$ cat src/rtl/bcr_pkg.sv
package bcr_pkg;
   localparam int DATA_W     = 32;
   localparam int NUM_WORDS  = 28;
   localparam int IDX_W      = $clog2(NUM_WORDS);
   localparam int IDX_GENCFG = 1;
   localparam int IDX_EN_SET = 12;
   localparam int IDX_EN_CLR = 13;
   localparam int IDX_EN     = 14;
   localparam int IDX_STATUS = 15;
   localparam int SELF_RESET_BIT = 2;

   function automatic logic [DATA_W-1:0] reset_word(input int idx);
      case (idx)
         0:       return 32'h0000_0C40;
         1:       return 32'h0000_1384;
         2:       return 32'h2BFF_8010;
         3:       return 32'h255E_0091;
         4:       return 32'h0000_6140;
         7, 8:    return 32'h0000_01FF;
         26:      return 32'h0000_0008;
         27:      return 32'h1000_0000;
         default: return '0;
      endcase
   endfunction
endpackage

$ cat src/rtl/bcr_addr_decode.sv
module bcr_addr_decode
   import bcr_pkg::*;
#(
   parameter int ADDR_W = 8
) (
   input  logic              req,
   input  logic [ADDR_W-1:0] addr,
   output logic              hit,
   output logic [IDX_W-1:0]  idx
);
   localparam int WIDX_W = ADDR_W - 2;

   logic [WIDX_W-1:0] word_sel;
   logic              aligned;
   logic              in_range;

   assign word_sel = addr[ADDR_W-1:2];
   assign aligned  = (addr[1:0] == 2'b00);
   assign in_range = (word_sel < WIDX_W'(NUM_WORDS));
   assign hit      = req && aligned && in_range;
   assign idx      = IDX_W'(word_sel);
endmodule

$ cat src/rtl/bcr_word_bank.sv
module bcr_word_bank
   import bcr_pkg::*;
#(
   parameter bit SYNC_STATUS = 1'b1
) (
   input  logic              clk,
   input  logic              rst_n,
   input  logic              wr_en,
   input  logic [IDX_W-1:0]  wr_idx,
   input  logic [DATA_W-1:0] wdata,
   input  logic [DATA_W-1:0] irq_lines,
   output logic [DATA_W-1:0] words [NUM_WORDS]
);
   logic wr_set, wr_clr;
   assign wr_set = wr_en && (wr_idx == IDX_W'(IDX_EN_SET));
   assign wr_clr = wr_en && (wr_idx == IDX_W'(IDX_EN_CLR));

   for (genvar i = 0; i < NUM_WORDS; i++) begin : g_word
      if (i == IDX_EN) begin : g_enable
         logic [DATA_W-1:0] en_q;
         always_ff @(posedge clk or negedge rst_n) begin
            if (!rst_n)      en_q <= reset_word(i);
            else if (wr_set) en_q <= en_q | wdata;
            else if (wr_clr) en_q <= en_q & ~wdata;
         end
         assign words[i] = en_q;

         // every set-alias bit is present afterwards
         a_r3_set_ors: assert property (@(posedge clk) disable iff (!rst_n)
            wr_set |=> ((en_q & $past(wdata)) == $past(wdata)));
         // every clear-alias bit is gone afterwards
         a_r4_clr_clears: assert property (@(posedge clk) disable iff (!rst_n)
            wr_clr |=> ((en_q & $past(wdata)) == '0));
         // no alias write, no change
         a_r5_en_hold: assert property (@(posedge clk) disable iff (!rst_n)
            !(wr_set || wr_clr) |=> $stable(en_q));
      end else if (i == IDX_STATUS) begin : g_status
         if (SYNC_STATUS) begin : g_sync
            logic [DATA_W-1:0] st_q;
            always_ff @(posedge clk or negedge rst_n) begin
               if (!rst_n) st_q <= '0;
               else        st_q <= irq_lines;
            end
            assign words[i] = st_q;
            // status follows the lines one edge later
            a_r10_status_follow: assert property (@(posedge clk) disable iff (!rst_n)
               1'b1 |=> (st_q == $past(irq_lines)));
         end else begin : g_comb
            assign words[i] = irq_lines;
         end
      end else begin : g_plain
         logic [DATA_W-1:0] q;
         always_ff @(posedge clk or negedge rst_n) begin
            if (!rst_n)                                q <= reset_word(i);
            else if (wr_en && wr_idx == IDX_W'(i))     q <= wdata;
         end
         assign words[i] = q;
      end
   end
endmodule

$ cat src/rtl/bcr_reset_trigger.sv
module bcr_reset_trigger
   import bcr_pkg::*;
#(
   parameter int TRIG_BIT = SELF_RESET_BIT
) (
   input  logic              clk,
   input  logic              rst_n,
   input  logic              cfg_wr,
   input  logic [DATA_W-1:0] cfg_new,
   input  logic [DATA_W-1:0] cfg_old,
   output logic              pulse
);
   logic fire;
   assign fire = cfg_wr && cfg_new[TRIG_BIT] && !cfg_old[TRIG_BIT];

   always_ff @(posedge clk or negedge rst_n) begin
      if (!rst_n) pulse <= 1'b0;
      else        pulse <= fire;
   end

   // request lasts one cycle
   a_r6_one_cycle: assert property (@(posedge clk) disable iff (!rst_n)
      pulse |=> !pulse);
   // after the pulse the bit is set
   a_r6_bit_set: assert property (@(posedge clk) disable iff (!rst_n)
      pulse |-> cfg_old[TRIG_BIT]);
   // a pulse needs a config write in the cycle before
   a_r7_needs_write: assert property (@(posedge clk) disable iff (!rst_n)
      !cfg_wr |=> !pulse);
endmodule

$ cat src/rtl/bridge_ctrl_regs.sv
module bridge_ctrl_regs
   import bcr_pkg::*;
#(
   parameter int ADDR_W      = 8,
   parameter bit SYNC_STATUS = 1'b1
) (
   input  logic              clk,
   input  logic              rst_n,
   input  logic              req,
   input  logic              we,
   input  logic [ADDR_W-1:0] addr,
   input  logic [31:0]       wdata,
   output logic [31:0]       rdata,
   output logic              hit,
   input  logic [31:0]       irq_lines,
   output logic [31:0]       int_enable,
   output logic              sys_reset_req
);
   initial begin
      assert (ADDR_W >= $clog2(NUM_WORDS * 4))
         else $error("ADDR_W too small for the register window");
   end

   logic [IDX_W-1:0]  idx;
   logic              wr_en;
   logic [DATA_W-1:0] words [NUM_WORDS];

   bcr_addr_decode #(.ADDR_W(ADDR_W)) u_dec (
      .req  (req),
      .addr (addr),
      .hit  (hit),
      .idx  (idx)
   );

   assign wr_en = hit && we;

   bcr_word_bank #(.SYNC_STATUS(SYNC_STATUS)) u_bank (
      .clk       (clk),
      .rst_n     (rst_n),
      .wr_en     (wr_en),
      .wr_idx    (idx),
      .wdata     (wdata),
      .irq_lines (irq_lines),
      .words     (words)
   );

   bcr_reset_trigger u_trig (
      .clk     (clk),
      .rst_n   (rst_n),
      .cfg_wr  (wr_en && idx == IDX_W'(IDX_GENCFG)),
      .cfg_new (wdata),
      .cfg_old (words[IDX_GENCFG]),
      .pulse   (sys_reset_req)
   );

   assign rdata      = (hit && !we) ? words[idx] : '0;
   assign int_enable = words[IDX_EN];

   // a miss never returns data
   a_r8_miss_zero: assert property (@(posedge clk) disable iff (!rst_n)
      !hit |-> (rdata == '0));
   // aligned in-window requests always decode
   a_r9_hit: assert property (@(posedge clk) disable iff (!rst_n)
      (req && addr[1:0] == 2'b00 && addr < ADDR_W'(NUM_WORDS * 4)) |-> hit);
endmodule

$ cat config.mk
export PLATFORM = sky130hd
export DESIGN_NAME = bridge_ctrl_regs
export DESIGN_NICKNAME = d
export VERILOG_FILES = /design/src/rtl/bcr_pkg.sv /design/src/rtl/bcr_addr_decode.sv /design/src/rtl/bcr_word_bank.sv /design/src/rtl/bcr_reset_trigger.sv /design/src/rtl/bridge_ctrl_regs.sv
export SDC_FILE = /design/constraint.sdc
export NUM_CORES = 1
export LEC_CHECK = 0
export CAP_MARGIN = 20
export CORE_MARGIN = 3
export CORE_UTILIZATION = 35
export CTS_CLUSTER_SIZE = 8
export DETAILED_ROUTE_END_ITERATION = 16
export PLACE_DENSITY = 0.6
export REMOVE_ABC_BUFFERS = 1
export SKIP_LAST_GASP = 1
export SLEW_MARGIN = 10
export SYNTH_ARGS = -nofsm -noshare
export SYNTH_HDL_FRONTEND = slang
export SYNTH_SLANG_ARGS = --single-unit
$ cat constraint.sdc
create_clock -name clk -period 3.6 [get_ports clk]
set_clock_uncertainty 0.05 [all_clocks]
set_input_delay 0.36 -clock clk [delete_from_list [all_inputs] [get_ports clk]]
set_output_delay 0.36 -clock clk [all_outputs]
set_load 0.1 [all_outputs]
==> impl_results.md, run 1 <==
- Status: complete, no violations
- # port buffers: 141
- Post-synthesis sequential area ratio: 55.7%
- Synthesized area per cell: 14.7 sq um
- Hold Path Stages: 1
- Net Sw Frac: 24.1%
- Psw: 0.00565 W
- Post-CTS setup buffer count: 0
- Initial Util: 35.3%
- Commonest non-fill, non-tap cells in the layout: 849 x mux2_2, 840 x dfrtp_1, 193 x nand2_1
- Worst stage delay on the critical path: 0.53 ns
- Worst min-delay path class: in -> reg
- CTS tree: done
- DR WL/cell: 25.7 um
- Fin crit share: 88.1%
- Peak supply drop: 0.000398 V
- Total Die Area: 120,000 sq um
- Distinct cells, synth: 38
- Quantity of gates resized following cts: 0
- Worst Min Path Start: irq_lines[10]
- Clk buf depth: 3
- GP Congestion: 0.780
- Actual slew at the worst max-slew pin: 1.03 ns
- CP Class: in -> out
- Crit path buffers/inverters: 3
- Clk root buf: clkbuf_16
- Tot Pwr: 0.0234 W
- Flops & latches, synth: 897
- DRC: 0
- Synth top area share: 52.0%
- Syn-to-layout area delta: 19.7%
- Crit-path leading delay family: buffers and inverters
- Final hold slack: 0.0458 ns
- Total routing usage reported by global routing: 19.4%
- Worst EP arrival: 2.76 ns
- # nets final: 2,981
- R2r endpoint: u_trig.pulse$_DFF_PN0_
- # IOs: 142
- Via count: 24.8k
- Final WL: 116 mm
- Dpl cells: 4,269
- Combinational power share: 6.5%
- Clock-pin slew on the worst setup and hold paths: 0.05 ns
- Clock latency on the worst-skew pair: 0.72 ns
- Worst endpoint required time: 3.19 ns
- Clock tree sinks: 897
- Number of global-route vias before repair: 27.3k
- Initial antenna violation count: 6
- Via density: 5.49
- RSZ-0062 raised after global routing: no
- Crit path top cell by count: buf_12
- Starting DRT DRC Count: 1,531
- Pre-Repair DR Iteration Count: 5
- Max Fclk: 315 MHz
- Reg2reg start: u_bank.g_word[1].g_plain.q[2]$_DFFE_PN1P_
- Mapped Area: 40,400 sq um
- Cell Pwr Density: 484 nW/um^2
- Die width: 346 um
- Commonest non-fill, non-tap cell in the layout: mux2_2
- Final ANT Viol Nets: 0
- Final Non-Filler Cells: 4,508
- # setup viols final: 0
- Total grt overflow: 0
- Core ar.: 115,000 sq um
- Largest net degree at the start of global routing: 147
- H-Tree Level Count: 4
- Layout cells sized above 1: 47.3%
- Post-DP HPWL: 70.6 mm
- Reg power frac: 45.0%
- Cell Rows: 124
- Yosys warning count: 0
- Internal Power: 0.0178 W
- Global-route wire length before repair: 176 mm
- Post-synth top area cell: dfrtp_1
- Crit path time final: 3.17 ns
- Slew headroom: 31.3%
- Slowest cell on the critical path: mux4_2
- FF-to-FF path depth: 1
- CTS buffer count: 130
- CP cell instances: buf_8, buf_12, mux4_2, a22oi_1, nand3_1, o311a_1, buf_12
- Hold EP: u_bank.g_word[15].g_status.g_sync.st_q[10]$_DFF_PN0_
- Synth Instances: 2,742
- Max Cap Viol: 0
- Clk pwr share: 48.5%
- CP startpoint kind: input port
- R2r setup slk: 2.72 ns
- Max Slew Vio Count: 0
- Die Ht: 346 um
- Core Util, Final: 42.2%
- Critical path fanouts, max: 35
- Leak: 23.0 nW
- Top post-synthesis cells by area: dfrtp_1 52%, mux2_2 24%, mux4_2 8.9%, dfstp_2 3.7%, nand2_1 2.0%
- Hold violation count in the final report: 0
- Crit. End Element: output port
[flip-flops by register name (all words and copies together), names as in the netlist, named ones only]
| name | flops |
|---|---|
| u_bank.g_word.g_plain.q | 832 |
| u_bank.g_word.g_status.g_sync.st_q | 32 |
| u_trig.pulse | 1 |
[how the worst max path moves through the flow]
| stage | from | endpoint | slack (ns) | cells after the start |
|---|---|---|---|---|
| 2_1_floorplan | addr[7] | rdata[0] | -1.48 | 4 |
| 3_3_place_gp | addr[7] | u_bank.g_word[26].g_plain.q[21]$_DFFE_PN0P_ | 0.33 | 7 |
| 3_5_place_dp | addr[7] | u_bank.g_word[26].g_plain.q[16]$_DFFE_PN0P_ | 0.30 | 7 |
| 4_1_cts | addr[2] | rdata[23] | 0.45 | 7 |
| 5_1_grt | addr[2] | rdata[23] | 0.36 | 7 |
| 6_report | addr[2] | rdata[23] | 0.43 | 7 |
[kinds of logic after synthesis]
family                 after synthesis  synth area share [%]
AOI/OAI and AO/OA                  193                  3.58
buffers and inverters              254                  2.77
and+or+nand+nor                    310                  3.33
DFF                                897                  55.7
muxes                             1088                  34.6
[per-layer routing]
metal	track usage, %	share of wire [%]	vias to the layer above
li1	-	-	10400
met1	25.5	43	13500
met2	32.1	49	669
met3	3.78	5.0	222
met4	6.99	3.2	0
met5	0	0	-
[power groups by stage]
stage,Clock [W],Sequential [W],Combinational [W]
finish,0.0114,0.0105,0.00153
global route,0.0121,0.0106,0.00166
CTS,0.0116,0.0105,0.00155
detailed placement,0,0.0107,0.00154
global placement,0,0.0107,0.00149
floorplan,0,0.0107,0.000568
[timing repair]
item | CTS | global route
hold endpoints to repair | 205 | 0
setup endpoints to repair | 0 | 0
hold buffers | 13 | 0
[Yosys cell counts]
cell type	count
nor4_4	1
nor3b_1	2
and4b_1	1
nor3_4	4
nor2_1	37
buf_2	50
o21ai_0	32
and2_1	1
mux2i_1	64
nand3_1	32
a221oi_1	32
nor3_1	3
a22oi_1	32
o311a_1	32
and4_1	1
nand4_1	1
mux4_2	160
a21oi_1	32
a22o_1	32
nor4b_1	1
nor2b_1	5
clkbuf_2	2
inv_2	1
buf_4	19
dfstp_2	57
a31oi_1	1
buf_1	44
or4b_4	1
mux2_2	849
nand2_1	213
and3b_1	1
clkbuf_1	134
and3_1	2
nand2b_1	3
or3_1	1
buf_6	4
dfrtp_1	840
mux2_1	15
[cell type report]
type | count | area, sq um
inverters | 1 | 3.75
diodes | 1 | 2.50
well taps | 1512 | 1890
repair buffers | 284 | 3310
clock inverters | 16 | 246
fillers | 10400 | 66100
clock buffers | 206 | 3540
flip-flops and latches | 897 | 22500
multi-input cells | 1591 | 16900
[through the flow]
stage	setup WS [ns]	area (sq um)	TNS [ns]
2_1_floorplan	-1.48	39300	-106.46
3_3_place_gp	0.335	44400	0
3_5_place_dp	0.303	44400	0
4_1_cts	0.448	48300	0
5_1_grt	0.363	48400	0
6_report	0.429	48400	0
Power figures use the tool's default switching activity.
==> inputs of run 2 (changes only) <==
--- a/config.mk
+++ b/config.mk
@@ -10,7 +10,7 @@
 export CORE_UTILIZATION = 35
 export CTS_CLUSTER_SIZE = 8
 export DETAILED_ROUTE_END_ITERATION = 16
-export PLACE_DENSITY = 0.6
+export PLACE_DENSITY = 0.61
 export REMOVE_ABC_BUFFERS = 1
 export SKIP_LAST_GASP = 1
 export SLEW_MARGIN = 10
==> constraint.sdc (replaced) <==
create_clock -name clk -period 2.65 [get_ports clk]
set_clock_uncertainty 0.05 [all_clocks]
set_input_delay 0.265 -clock clk [delete_from_list [all_inputs] [get_ports clk]]
set_output_delay 0.265 -clock clk [all_outputs]
set_load 0.1 [all_outputs]
==> impl_results.md, run 2 (synthesis gave the netlist of run 1 again) <==
- Die Ht: 346 um (unchanged)
- Psw: 0.00779 W (was 0.00565 W)
- Layout cells sized above 1: 54.2% (was 47.3%)
- Total routing usage reported by global routing: 19.5% (was 19.4%)
- Post-DP HPWL: 71.9 mm (was 70.6 mm)
- # IOs: 142 (unchanged)
- Net Sw Frac: 24.2% (was 24.1%)
- Worst min-delay path class: in -> async (was in -> reg)
- Max Slew Vio Count: 0 (unchanged)
- Worst endpoint required time: 2.34 ns (was 3.19 ns)
- Starting DRT DRC Count: 1,513 (was 1,531)
- Commonest non-fill, non-tap cell in the layout: mux2_2 (unchanged)
- # nets final: 3,154 (was 2,981)
- GP Congestion: 0.755 (was 0.780)
- Final ANT Viol Nets: 0 (unchanged)
- Pre-Repair DR Iteration Count: 5 (unchanged)
- Register area: 22,500 sq um (about the same)
- Global-route wire length before repair: 176 mm (about the same)
- Core ar.: 115,000 sq um (unchanged)
- Total grt overflow: 0 (unchanged)
- Final WL: 116 mm (about the same)
- Fill count: 10.2k (was 10.4k)
- H-Tree Level Count: 4 (unchanged)
- Number of global-route vias before repair: 26.6k (was 27.3k)
- Multi-input logic area: 17,600 sq um (was 16,900 sq um)
- Slew headroom: 32.0% (was 31.3%)
- Via density: 5.31 (was 5.49)
- Max FFs per register: 832 (unchanged)
- Internal Power: 0.0244 W (was 0.0178 W)
- Clk root buf: clkbuf_16 (unchanged)
- Reg power frac: 44.4% (was 45.0%)
- Setup TNS: -0.161 ns (was 0 ns)
- Leak: 24.3 nW (was 23.0 nW)
- Leading registers by flop count: u_bank.g_word.g_plain.q: 832 flops, u_bank.g_word.g_status.g_sync.st_q: 32 flops, u_trig.pulse: 1 flops (unchanged)
- Actual slew at the worst max-slew pin: 1.02 ns (was 1.03 ns)
- Die width: 346 um (unchanged)
- # setup viols final: 5 (was 0)
- Failing checks: setup timing
- Clk pwr share: 48.3% (was 48.5%)
- Commonest non-fill, non-tap cells in the layout: 849 x mux2_2, 838 x dfrtp_1, 223 x buf_4 (was 849 x mux2_2, 840 x dfrtp_1, 193 x nand2_1)
- Clock-pin slew on the worst setup and hold paths: 0.05 ns (about the same)
- Syn-to-layout area delta: 26.6% (was 19.7%)
- DR WL/cell: 24.8 um (was 25.7 um)
- Crit. End Element: output port (unchanged)
- Largest net degree at the start of global routing: 87 (was 147)
- Hold violation count in the final report: 0 (unchanged)
- Initial Util: 35.3% (unchanged)
- CTS buffer count: 130 (unchanged)
- Via count: 24.9k (was 24.8k)
- Max Cap Viol: 0 (unchanged)
- Cell Rows: 124 (unchanged)
- RSZ-0062 raised after global routing: yes (was no)
- R2r setup slk: 1.72 ns (was 2.72 ns)
- Fin crit share: 102%
- Biggest register: u_bank.g_word.g_plain.q (unchanged)
- Critical path fanouts, max: 2 (was 35)
- CTS tree: done (unchanged)
- DRC: 0 (unchanged)
- Clk buf depth: 3 (unchanged)
- Status: complete, but fails checks (was complete, no violations)
- # port buffers: 141 (unchanged)
- Clock latency on the worst-skew pair: 0.72 ns (about the same)
- Peak supply drop: 0.000596 V (was 0.000398 V)
- CP startpoint kind: register (was input port)
- Initial antenna violation count: 1 (was 6)
- Combinational power share: 7.3% (was 6.5%)
- Cell Pwr Density: 629 nW/um^2 (was 484 nW/um^2)
- Tot Pwr: 0.0322 W (was 0.0234 W)
- Worst EP arrival: 2.40 ns (was 2.76 ns)
- CP Class: reg -> out (was in -> out)
- Clock tree sinks: 897 (unchanged)
- Final setup margin: -0.0628 ns (was 0.429 ns)
- Max Fclk: 369 MHz
- Crit path time final: 2.71 ns
- Total Die Area: 120,000 sq um (unchanged)
[run 2: cell types whose count changed in the layout (fill, tap and decap cells not counted), moves of 27 or more]
cell and delta:
a22oi_1 -30, a22oi_2 +30, buf_12 +55, buf_4 +127, clkdlybuf4s50_1 -36, o311a_1 -27, o311a_4 +27
[run 2: through the flow]
step | cells | util (%) | hold slack [ns] | setup WS [ns] | cell area (sq um)
finish | 4681 | 44.7 | 0.119 | -0.0628 | 51100
floorplan | 2489 | - | -0.0806 | -2.24 | 39300
global placement | 4401 | 40.2 | 0.250 | -0.306 | 46000
detailed placement | 4401 | 40.2 | 0.242 | -0.295 | 46000
global route | 4679 | 44.7 | 0.160 | -0.128 | 51100
CTS | 4673 | 44.5 | 0.103 | -0.138 | 51000
[run 2: final timing paths]
check	from	to	cells after the start
max	u_bank.g_word[13].g_plain.q[21]$_DFFE_PN0P_	rdata[21]	5
min	rst_n	u_bank.g_word[10].g_plain.q[1]$_DFFE_PN0P_	2
max reg2reg	register	register	2
min reg2reg	u_bank.g_word[13].g_plain.q[30]$_DFFE_PN0P_	u_bank.g_word[13].g_plain.q[30]$_DFFE_PN0P_	2
max in group asynchronous	rst_n	u_bank.g_word[2].g_plain.q[23]$_DFFE_PN1P_	3
min in group clk	wdata[8]	register	4
[run 2: cell type report]
cell class | count | area share (%)
Timing Repair Buffer | 457 | 10.4
Tap cell | 1512 | 3.70
Sequential cell | 897 | 44.0
Clock buffer | 206 | 6.98
Inverter | 1 | 0.00734
Multi-Input combinational cell | 1591 | 34.4
Clock inverter | 15 | 0.487
Antenna cell | 2 | 0.00979
[run 2: worst max-delay path, stage by stage (launching register included)]
cell	delay, ns
dfrtp_1	0.37
mux4_2	0.48
a22oi_2	0.32
nand3_2	0.15
o311a_4	0.19
buf_12	0.18
[run 2: routing by layer]
layer	GRT usage, %	vias up	share of wire, %
met5	0	-	0
met4	6.52	0	3.0
met3	4.38	180	5.2
met2	30.7	547	47
met1	26.8	13300	45
li1	-	10800	-
[run 2: power groups by stage]
stage | clock [W] | sequential [W] | combinational [W]
finish | 0.0155 | 0.0143 | 0.00236
global route | 0.0165 | 0.0143 | 0.00255
CTS | 0.0159 | 0.0143 | 0.00237
global placement | 0 | 0.0145 | 0.00224
detailed placement | 0 | 0.0145 | 0.00226
floorplan | 0 | 0.0146 | 0.000772
[run 2: timing repair]
action                                 4_1_cts  5_1_grt
setup endpoints to repair                   32       28
resized for setup                          103       22
endpoints found under the hold margin      435        0
cloned                                       3        0
pin swaps                                   43       10
setup buffers                               15        6
hold buffers                                33        0
